**config.mk**
```make
export PLATFORM = sky130hd
export DESIGN_NAME = can_bit_timer
export DESIGN_NICKNAME = d
export VERILOG_FILES = /design/src/rtl/can_bt_pkg.sv /design/src/rtl/can_bt_prescaler.sv /design/src/rtl/can_bt_sampler.sv /design/src/rtl/can_bt_seq.sv /design/src/rtl/can_bit_timer.sv
export SDC_FILE = /design/constraint.sdc
export NUM_CORES = 1
export LEC_CHECK = 0
export ABC_AREA = 0
export BUFFER_PORTS_ARGS = -buffer_cell sky130_fd_sc_hd__buf_4
export CAP_MARGIN = 20
export CORE_MARGIN = 5
export CORE_UTILIZATION = 53
export DETAILED_ROUTE_END_ITERATION = 10
export PLACE_DENSITY_LB_ADDON = 0.1
export SETUP_SLACK_MARGIN = 0.15
export SLEW_MARGIN = 20
export SYNTH_ARGS = -nofsm -noshare
export SYNTH_HDL_FRONTEND = slang
export SYNTH_SLANG_ARGS = --single-unit
```
**constraint.sdc**
```tcl
create_clock -name clk_i -period 9.5 [get_ports clk_i]
set_input_delay 0.475 -clock clk_i [delete_from_list [all_inputs] [get_ports clk_i]]
set_output_delay 0.475 -clock clk_i [all_outputs]
set_load 0.01 [all_outputs]
```
**src/rtl/can_bt_pkg.sv**
```systemverilog
package can_bt_pkg;
  typedef enum logic [1:0] {
    SEG_SYNC = 2'd0,
    SEG_TS1  = 2'd1,
    SEG_TS2  = 2'd2
  } seg_e;
endpackage

```
**src/rtl/can_bt_prescaler.sv**
```systemverilog
module can_bt_prescaler #(
  parameter int PSC_W = 9
) (
  input  logic             clk_i,
  input  logic             rst_ni,
  input  logic             hold_i,
  input  logic [PSC_W-1:0] brp_i,
  output logic             tick_o
);
  logic [PSC_W-1:0] cnt_q;
  logic [PSC_W-1:0] last;

  // zero prescaler treated as divide-by-one
  assign last   = (brp_i == '0) ? '0 : brp_i - PSC_W'(1);
  assign tick_o = !hold_i && (cnt_q == last);

  always_ff @(posedge clk_i or negedge rst_ni) begin
    if (!rst_ni)                cnt_q <= '0;
    else if (hold_i || tick_o)  cnt_q <= '0;
    else                        cnt_q <= cnt_q + PSC_W'(1);
  end
endmodule

```
**src/rtl/can_bt_sampler.sv**
```systemverilog
module can_bt_sampler (
  input  logic clk_i,
  input  logic rst_ni,
  input  logic hold_i,
  input  logic tick_i,
  input  logic rx_i,
  input  logic triple_i,
  input  logic take_i,
  output logic edge_o,
  output logic bit_o
);
  logic       rx_last_q;
  logic [1:0] hist_q;
  logic       bit_q;
  logic       vote;

  assign edge_o = tick_i && rx_last_q && !rx_i;
  assign vote   = (rx_i & hist_q[0]) | (rx_i & hist_q[1]) | (hist_q[0] & hist_q[1]);
  assign bit_o  = bit_q;

  always_ff @(posedge clk_i or negedge rst_ni) begin
    if (!rst_ni) begin
      rx_last_q <= 1'b1;
      hist_q    <= 2'b11;
      bit_q     <= 1'b1;
    end else if (hold_i) begin
      rx_last_q <= 1'b1;
      hist_q    <= 2'b11;
      bit_q     <= 1'b1;
    end else if (tick_i) begin
      rx_last_q <= rx_i;
      hist_q    <= {hist_q[0], rx_i};
      if (take_i) bit_q <= triple_i ? vote : rx_i;
    end
  end
endmodule

```
**src/rtl/can_bt_seq.sv**
```systemverilog
module can_bt_seq import can_bt_pkg::*; #(
  parameter int SJW_W = 2,
  parameter int TS1_W = 6,
  parameter int TS2_W = 5
) (
  input  logic             clk_i,
  input  logic             rst_ni,
  input  logic             hold_i,
  input  logic             tick_i,
  input  logic             edge_i,
  input  logic             hs_en_i,
  input  logic [SJW_W-1:0] sjw_i,
  input  logic [TS1_W-1:0] tseg1_i,
  input  logic [TS2_W-1:0] tseg2_i,
  output logic             sample_o,
  output logic             txpt_o
);
  localparam int MAXW = (TS1_W > TS2_W) ? TS1_W : TS2_W;
  localparam int EW   = SJW_W + 1;
  localparam int CW   = ((MAXW > EW) ? MAXW : EW) + 2;

  seg_e          seg_q;
  logic [CW-1:0] cnt_q;
  logic [EW-1:0] ext_q;
  logic          shrt_q;
  logic          done_q;

  logic [EW-1:0] sjw_p1;
  logic [EW-1:0] ext_n;
  logic [CW-1:0] err1, ts1_end, rem, ts2_lim;
  logic          hard, rs, ts1_last, ts2_last, end_now;

  assign sjw_p1 = EW'(sjw_i) + EW'(1);
  assign hard   = edge_i && hs_en_i;
  assign rs     = edge_i && !done_q && !hard;
  assign err1   = cnt_q + CW'(1);

  // lengthening of the first phase segment
  always_comb begin
    ext_n = ext_q;
    if (rs && seg_q == SEG_TS1)
      ext_n = (err1 < CW'(sjw_p1)) ? EW'(err1) : sjw_p1;
  end

  assign ts1_end  = CW'(tseg1_i) + CW'(ext_n);
  assign ts1_last = (seg_q == SEG_TS1) && (cnt_q == ts1_end);

  // shortening of the second phase segment
  assign rem      = CW'(tseg2_i) - cnt_q;
  assign end_now  = rs && (rem <= CW'(sjw_p1));
  assign ts2_lim  = shrt_q ? CW'(tseg2_i) - CW'(sjw_p1) : CW'(tseg2_i);
  assign ts2_last = (seg_q == SEG_TS2) && (end_now || cnt_q == ts2_lim);

  assign sample_o = tick_i && !hard && ts1_last;
  assign txpt_o   = tick_i && !hard && ts2_last;

  always_ff @(posedge clk_i or negedge rst_ni) begin
    if (!rst_ni) begin
      seg_q  <= SEG_SYNC;
      cnt_q  <= '0;
      ext_q  <= '0;
      shrt_q <= 1'b0;
      done_q <= 1'b0;
    end else if (hold_i) begin
      seg_q  <= SEG_SYNC;
      cnt_q  <= '0;
      ext_q  <= '0;
      shrt_q <= 1'b0;
      done_q <= 1'b0;
    end else if (tick_i) begin
      if (hard) begin
        seg_q  <= SEG_TS1;
        cnt_q  <= '0;
        ext_q  <= '0;
        shrt_q <= 1'b0;
        done_q <= 1'b1;
      end else begin
        unique case (seg_q)
          SEG_SYNC: begin
            seg_q <= SEG_TS1;
            cnt_q <= '0;
          end
          SEG_TS1: begin
            ext_q <= ext_n;
            if (rs) done_q <= 1'b1;
            if (ts1_last) begin
              seg_q <= SEG_TS2;
              cnt_q <= '0;
            end else begin
              cnt_q <= cnt_q + CW'(1);
            end
          end
          SEG_TS2: begin
            if (ts2_last) begin
              seg_q  <= SEG_SYNC;
              cnt_q  <= '0;
              ext_q  <= '0;
              shrt_q <= 1'b0;
              done_q <= 1'b0;
            end else begin
              cnt_q <= cnt_q + CW'(1);
              if (rs) begin
                shrt_q <= 1'b1;
                done_q <= 1'b1;
              end
            end
          end
          default: seg_q <= SEG_SYNC;
        endcase
      end
    end
  end
endmodule

```
**src/rtl/can_bit_timer.sv**
```systemverilog
module can_bit_timer #(
  parameter int PSC_W = 9,
  parameter int SJW_W = 2,
  parameter int TS1_W = 6,
  parameter int TS2_W = 5
) (
  input  logic             clk_i,
  input  logic             rst_ni,
  input  logic             reset_mode_i,
  input  logic [PSC_W-1:0] brp_i,
  input  logic [SJW_W-1:0] sjw_i,
  input  logic [TS1_W-1:0] tseg1_i,
  input  logic [TS2_W-1:0] tseg2_i,
  input  logic             triple_i,
  input  logic             rx_i,
  input  logic             hard_sync_i,
  output logic             tq_o,
  output logic             sample_o,
  output logic             tx_pt_o,
  output logic             rx_bit_o
);
  logic [PSC_W-1:0] brp_q;
  logic [SJW_W-1:0] sjw_q;
  logic [TS1_W-1:0] tseg1_q;
  logic [TS2_W-1:0] tseg2_q;
  logic             triple_q;
  logic             tick, edge_det, smp;

  // timing settings load only in reset mode
  always_ff @(posedge clk_i or negedge rst_ni) begin
    if (!rst_ni) begin
      brp_q    <= '0;
      sjw_q    <= '0;
      tseg1_q  <= '0;
      tseg2_q  <= '0;
      triple_q <= 1'b0;
    end else if (reset_mode_i) begin
      brp_q    <= brp_i;
      sjw_q    <= sjw_i;
      tseg1_q  <= tseg1_i;
      tseg2_q  <= tseg2_i;
      triple_q <= triple_i;
    end
  end

  can_bt_prescaler #(.PSC_W(PSC_W)) i_psc (
    .clk_i  (clk_i),
    .rst_ni (rst_ni),
    .hold_i (reset_mode_i),
    .brp_i  (brp_q),
    .tick_o (tick)
  );

  can_bt_sampler i_smp (
    .clk_i    (clk_i),
    .rst_ni   (rst_ni),
    .hold_i   (reset_mode_i),
    .tick_i   (tick),
    .rx_i     (rx_i),
    .triple_i (triple_q),
    .take_i   (smp),
    .edge_o   (edge_det),
    .bit_o    (rx_bit_o)
  );

  can_bt_seq #(.SJW_W(SJW_W), .TS1_W(TS1_W), .TS2_W(TS2_W)) i_seq (
    .clk_i    (clk_i),
    .rst_ni   (rst_ni),
    .hold_i   (reset_mode_i),
    .tick_i   (tick),
    .edge_i   (edge_det),
    .hs_en_i  (hard_sync_i),
    .sjw_i    (sjw_q),
    .tseg1_i  (tseg1_q),
    .tseg2_i  (tseg2_q),
    .sample_o (smp),
    .txpt_o   (tx_pt_o)
  );

  assign tq_o     = tick;
  assign sample_o = smp;
endmodule

```
==> reports/qor.txt, run 1 <==
mux contribution to synthesized area -> 6.74%
commonest register cell after synthesis -> dfrtp_1
setup TNS -> 0 ps
sequential cell area -> 1250 µm²
EDFF count, synth -> 0
Final HPWL DP -> 6200 µm
Synth area leaders -> dfrtp_1, ha_1, mux2_2
Detail Route Antenna Nets -> 0
Pint -> 0.357 mW
FP Rows -> 30
Gate Count Post-Synth -> 421
Placeable Area -> 6790 µm²
Final nets -> 493
Global Route Usage Sum -> 20.7%
routed length per instance -> 15.5 µm
VDD IR max -> 0.0726 mV
RSZ-0062 raised after global routing -> false
Synth Warn # -> 0
Seq/Total Area, Yosys -> 33.8%
TritonCTS Buffers -> 5
area of the die -> 8780 µm²
f_max -> 0.168 GHz
Crit Path Max Fanout -> 15
largest family of logic cells by synthesized area -> simple AND/OR/NAND/NOR gates
drt drc -> 0
Crit. End Element -> flop
critical path class -> reg2reg
CTS Hold Bufs -> 0
area share of and/or/nand/nor cells after synthesis -> 23.1%
Final Cycle Share -> 62.7%
skew final -> 12.8 ps
final WL -> 8310 µm
max_slew headroom -> 31.4%
Via Count -> 3117
share of synthesized flip-flops with an asynchronous set or reset -> 100%
Period minus WS final -> 5960 ps
Iter 0 DRT Violations -> 273
combinational power share -> 19.8%
PwrDens -> 121 nW/µm²
# resized after CTS -> 0
layout cell share with drive strength beyond 1 -> 15.0%
Hold Path Class -> in2async
initial antenna violation count -> 0
syn nets -> 476
Post-Syn Area -> 3710 µm²
global-route wire length before repair -> 14600 µm
Sw Pwr -> 0.137 mW
I/O pin total -> 32
Design Power -> 0.494 mW
Post-Layout Cell Count -> 535
Slew @ Worst Pin -> 1030 ps
Synth Area in Compound Gates -> 14.9%
Die Height -> 93.7 µm
post-synth top area cell -> dfrtp_1
total leakage power -> 1.78 nW
final setup fails -> 0
reg2reg setup slack -> 3540 ps
Die Wd -> 93.7 µm
Clock Tree Root -> clkbuf_8
Sequential Power Share -> 48.3%
placed cell count -> 527
Port Buffers -> 31
Initial Util -> 54.6%
router iterations before antenna repair -> 5
CP arrival -> 6190 ps
crit start category -> flop
fin util -> 60.1%
# diodes -> 0
number of H-tree levels -> 2
Placer Congestion -> 0.887
Longest Clk Path Bufs -> 2
Worst Path Required -> 9730 ps
# clock sinks -> 50
Adder-Cell Fraction of Synth Area -> 9.71%
Setup Buffers After CTS -> 0
#FFs+latches synth -> 50
post-synthesis xor/xnor area fraction -> 6.37%
GR Overflow Total -> 0
multi-input logic area -> 2260 µm²
max-cap viol count -> 0
fillers -> 612
Area Overhead vs Synth -> 10.0%
Syn Area/Cell -> 8.82 µm²
area share of the largest cell type after synthesis -> 31.7%
switching share of power -> 27.8%
worst skew pair latency -> 310 ps
vias in the first global route -> 3009
Unique masters post-synth -> 66
CTS tree -> built
Reg clk slew, reported paths -> 100 ps
clock power share -> 31.9%
largest net degree at the start of global routing -> 52
count of pins over their slew limit -> 0
status -> finished, final reports clean
Hold Vio Cnt, Final -> 0
DR vias/cell -> 5.83
## worst paths after layout
| check | cells past startpoint | startpoint | endpoint |
|---|---|---|---|
| min in group clk_i | 3 | brp_i[4] | brp_q[4] |
| max in group asynchronous | 1 | rst_ni | i_seq.done_q |
| max | 19 | brp_q[0] | i_seq.seg_q[1] |
| min | 1 | rst_ni | brp_q[6] |
| min reg2reg | 1 | sjw_q[1] | sjw_q[1] |
| max reg2reg | 19 | brp_q[0] | i_seq.seg_q[1] |
## cell usage after synthesis (4+ instances only)
cell type	instances
nor4b_1	4
nand4_1	8
nor3_1	13
mux2i_1	7
nand3_1	22
mux2_2	16
nor2_1	38
o21bai_1	4
o32ai_1	4
and3_1	4
xnor2_1	12
inv_1	28
nor2b_1	4
nand2_1	31
nand2b_1	6
o21ai_0	17
or3_1	7
a21oi_1	18
xor2_1	15
clkbuf_1	15
a21o_1	6
dfrtp_1	47
ha_1	24
a31oi_1	4
## worst max-delay path, cell delays in order (launching register included)
cell and delay (ps):
dfrtp_1 430, inv_1 100, ha_1 230, or4b_4 500
o311a_1 320, or3_1 350, a32o_1 240, nor4b_2 630
and3_1 350, mux2i_1 280, inv_1 70, ha_1 390
a21o_1 140, nand2_1 70, or4_1 460, nand3_1 90
nand4_1 170, o2bb2ai_1 430, or3_1 470, a31oi_1 170
## power groups by stage
stage | Sequential (mW) | Combinational [mW] | Clock [mW]
after CTS | 0.239 | 0.0991 | 0.164
after global routing | 0.242 | 0.112 | 0.173
after global placement | 0.243 | 0.0950 | 0
final | 0.239 | 0.0979 | 0.158
after detailed placement | 0.243 | 0.0982 | 0
after floorplan | 0.237 | 0.0734 | 0
## stage by stage
step	area, µm²	setup WS, ps	hold WS [ps]
after floorplan	3710	4420	179
after global placement	3970	3810	506
after detailed placement	3970	3590	515
after CTS	4090	3560	209
after global routing	4090	3180	240
final	4090	3540	172
## placed cells by master (no fill, tap or decap), drive strengths merged, types with 16 or more instances in the layout
cell	instances
a21oi	18
ha	24
nor2	39
dfrtp	47
mux2	16
o21ai	19
nand3	22
nand2	31
inv	28
buf	31
## cell type report
class                           instances  share of cell area (%)
Clock inverter                          1                   0.735
Clock buffer                            7                    2.11
Multi-Input combinational cell        322                    55.2
Tap cell                               96                    2.94
Timing Repair Buffer                   31                    5.70
Sequential cell                        50                    30.7
Inverter                               28                    2.57
## sequential cells by signal (all words and copies together), names as in the netlist
register,flops
brp_q,9
i_psc.cnt_q,9
i_seq.cnt_q,8
tseg1_q,6
tseg2_q,5
i_seq.ext_q,3
i_seq.seg_q,2
sjw_q,2
i_seq.done_q,1
i_seq.shrt_q,1
i_smp.bit_o,1
i_smp.hist_q,1
i_smp.rx_last_q,1
triple_q,1
## routing by layer
metal,up-vias,part of all wire (%),global-route usage [%]
met3,8,5.1,3.53
met1,1493,50,31.2
li1,1542,-,-
met2,74,44,30.9
met4,0,0.78,4.57
met5,-,0,0
## kinds of logic (layout without fill, tap and decap cells)
group | after synthesis | count (layout)
AND/OR/NAND/NOR | 162 | 162
AO/OA/AOI/OAI | 83 | 83
flip-flops | 50 | 50
buffers and inverters | 49 | 67
adder cells (fa/ha/maj) | 27 | 27
XOR/XNOR | 27 | 27
multiplexers | 23 | 23
Power figures use the tool's default switching activity.
==> inputs of run 2 (changes only) <==
- clock period: 9.5 -> 5.1 ns (I/O delays scaled with it)
==> run 2 against run 1 <==
Effect of this change:
- via count up 3.3%
- combinational power up 100%
- sequential cell count unchanged
- non-clock buffer count up 16
- hold slack worse by 16 ps
- sequential power up 87%
- cell count up 3.0%
- setup slack worse by 3400 ps
- largest power group unchanged
- highest routed layer unchanged
==> reports/qor.txt, run 2 (synthesis results as in run 1) <==
VDD IR max -> 0.152 mV
crit start category -> flop
Placer Congestion -> 0.905
Detail Route Antenna Nets -> 0
GR Overflow Total -> 0
area of the die -> 8780 µm²
DR vias/cell -> 5.85
critical path class -> reg2out
final WL -> 8890 µm
Design Power -> 0.988 mW
# diodes -> 0
total leakage power -> 1.90 nW
final setup fails -> 0
Placeable Area -> 6790 µm²
Port Buffers -> 31
number of H-tree levels -> 2
CP peak stage delay -> 470 ps
worst skew pair latency -> 310 ps
CP arrival -> 4700 ps
Period minus WS final -> 4950 ps
Die Height -> 93.7 µm
router iterations before antenna repair -> 5
Final nets -> 509
# clock sinks -> 50
global-route wire length before repair -> 14900 µm
Hold Vio Cnt, Final -> 0
skew final -> 8.98 ps
crit-path cells -> inv_2, ha_4, or4b_4, o311a_1, or3_1, a32o_2, nor4b_4, and3_4, mux2i_4, inv_2, ha_1, a21o_1, a211oi_2, o21ai_1, a31o_2, nand4_1, buf_4, nor2_2, buf_4
Place WS -> 65.8 ps
routed length per instance -> 16.1 µm
max-cap viol count -> 0
Slew @ Worst Pin -> 881 ps
Worst path slowest cell -> or4b_4
Initial Util -> 54.6%
hold slack final -> 156 ps
Crit Path Max Fanout -> 4
FP Rows -> 30
CTS tree -> built
TritonCTS Buffers -> 5
layout cell share with drive strength beyond 1 -> 23.3%
PwrDens -> 224 nW/µm²
leading registers by flop count -> brp_q x9, i_psc.cnt_q x9, i_seq.cnt_q x8
Via Count -> 3221
drt drc -> 0
initial antenna violation count -> 0
Crit. End Element -> output port
Final HPWL DP -> 6160 µm
Reg clk slew, reported paths -> 90 ps
count of pins over their slew limit -> 0
Die Wd -> 93.7 µm
f_max -> 0.202 GHz
Final Cycle Share -> 97.1%
commonest non-fill, non-tap cells in the layout -> dfrtp_1, buf_4, nor2_1, nand2_1, inv_1
Worst Path Required -> 4850 ps
Global Route Usage Sum -> 21.0%
post-route setup slack -> 150 ps
Clock Tree Root -> clkbuf_8
I/O pin total -> 32
RSZ-0062 raised after global routing -> true
Hold Path Class -> in2reg
leading cell type in the layout, fill and taps excluded -> dfrtp_1
max_slew headroom -> 39.8%
status -> finished, final reports clean
largest net degree at the start of global routing -> 52
Iter 0 DRT Violations -> 190
Longest Clk Path Bufs -> 2
Area Overhead vs Synth -> 18.9%
vias in the first global route -> 3139
-- run 2: worst max-delay path: cells and delay by family (launching register included) --
family / cells / cell delay, ps
DFF: 1 / 410
and+or+nand+nor: 6 / 1460
buffers and inverters: 4 / 430
AOI/OAI and AO/OA: 6 / 1410
adders and majority gates: 2 / 420
muxes: 1 / 260
-- run 2: final timing paths --
kind                       slack [ps]       startpoint         endpoint  depth (start not counted)
hold reg to reg                   540  i_smp.hist_q[1]  i_smp.hist_q[1]                          2
setup reg to reg                  160         brp_q[0]   i_seq.seg_q[1]                         20
hold / removal                    160         brp_i[0]         brp_q[0]                          3
setup / recovery                  150         brp_q[0]         sample_o                         19
max in group asynchronous        4140           rst_ni   i_psc.cnt_q[8]                          2
min in group asynchronous         500           rst_ni         brp_q[6]                          2
-- run 2: power breakdown --
part	switching, mW	internal, mW	leakage (nW)	total, mW
registers	0.0303	0.416	0.637	0.446
logic	0.101	0.0995	1.19	0.200
clock network	0.145	0.197	0.0683	0.341
total	0.276	0.712	1.90	0.988
-- run 2: area by class of cell --
| cell class | count | area, µm² |
|---|---|---|
| Multi-Input combinational cell | 322 | 2430 |
| Inverter | 28 | 105 |
| Clock buffer | 5 | 68.8 |
| Clock inverter | 3 | 68.8 |
| Sequential cell | 50 | 1250 |
| Fill cell | 564 | 2380 |
| Timing Repair Buffer | 47 | 370 |
| Tap cell | 96 | 120 |
-- run 2: per-stage QoR --
step | area [µm²] | cells | setup TNS (ps) | utilization [%]
2_1_floorplan | 3750 | 421 | 0 | -
3_3_place_gp | 4040 | 532 | 0 | 59.5
3_5_place_dp | 4040 | 532 | 0 | 59.5
4_1_cts | 4270 | 547 | 0 | 62.9
5_1_grt | 4410 | 551 | -197 | 65.0
6_report | 4410 | 551 | 0 | 65.0
-- run 2: layer usage --
layer / GRT usage [%] / share of wire (%) / up-vias
li1: - / - / 1570
met1: 29.7 / 46 / 1570
met2: 33.0 / 47 / 77
met3: 3.93 / 5.7 / 4
met4: 5.78 / 0.69 / 0
met5: 0 / 0 / -
-- run 2: repair_timing --
item,in CTS,in global routing
gates cloned,0,1
resized for setup,9,25
setup endpoints to repair,12,12
hold buffers,1,0
endpoints found under the hold margin,47,0
pin swaps,9,11
buffers inserted,6,3
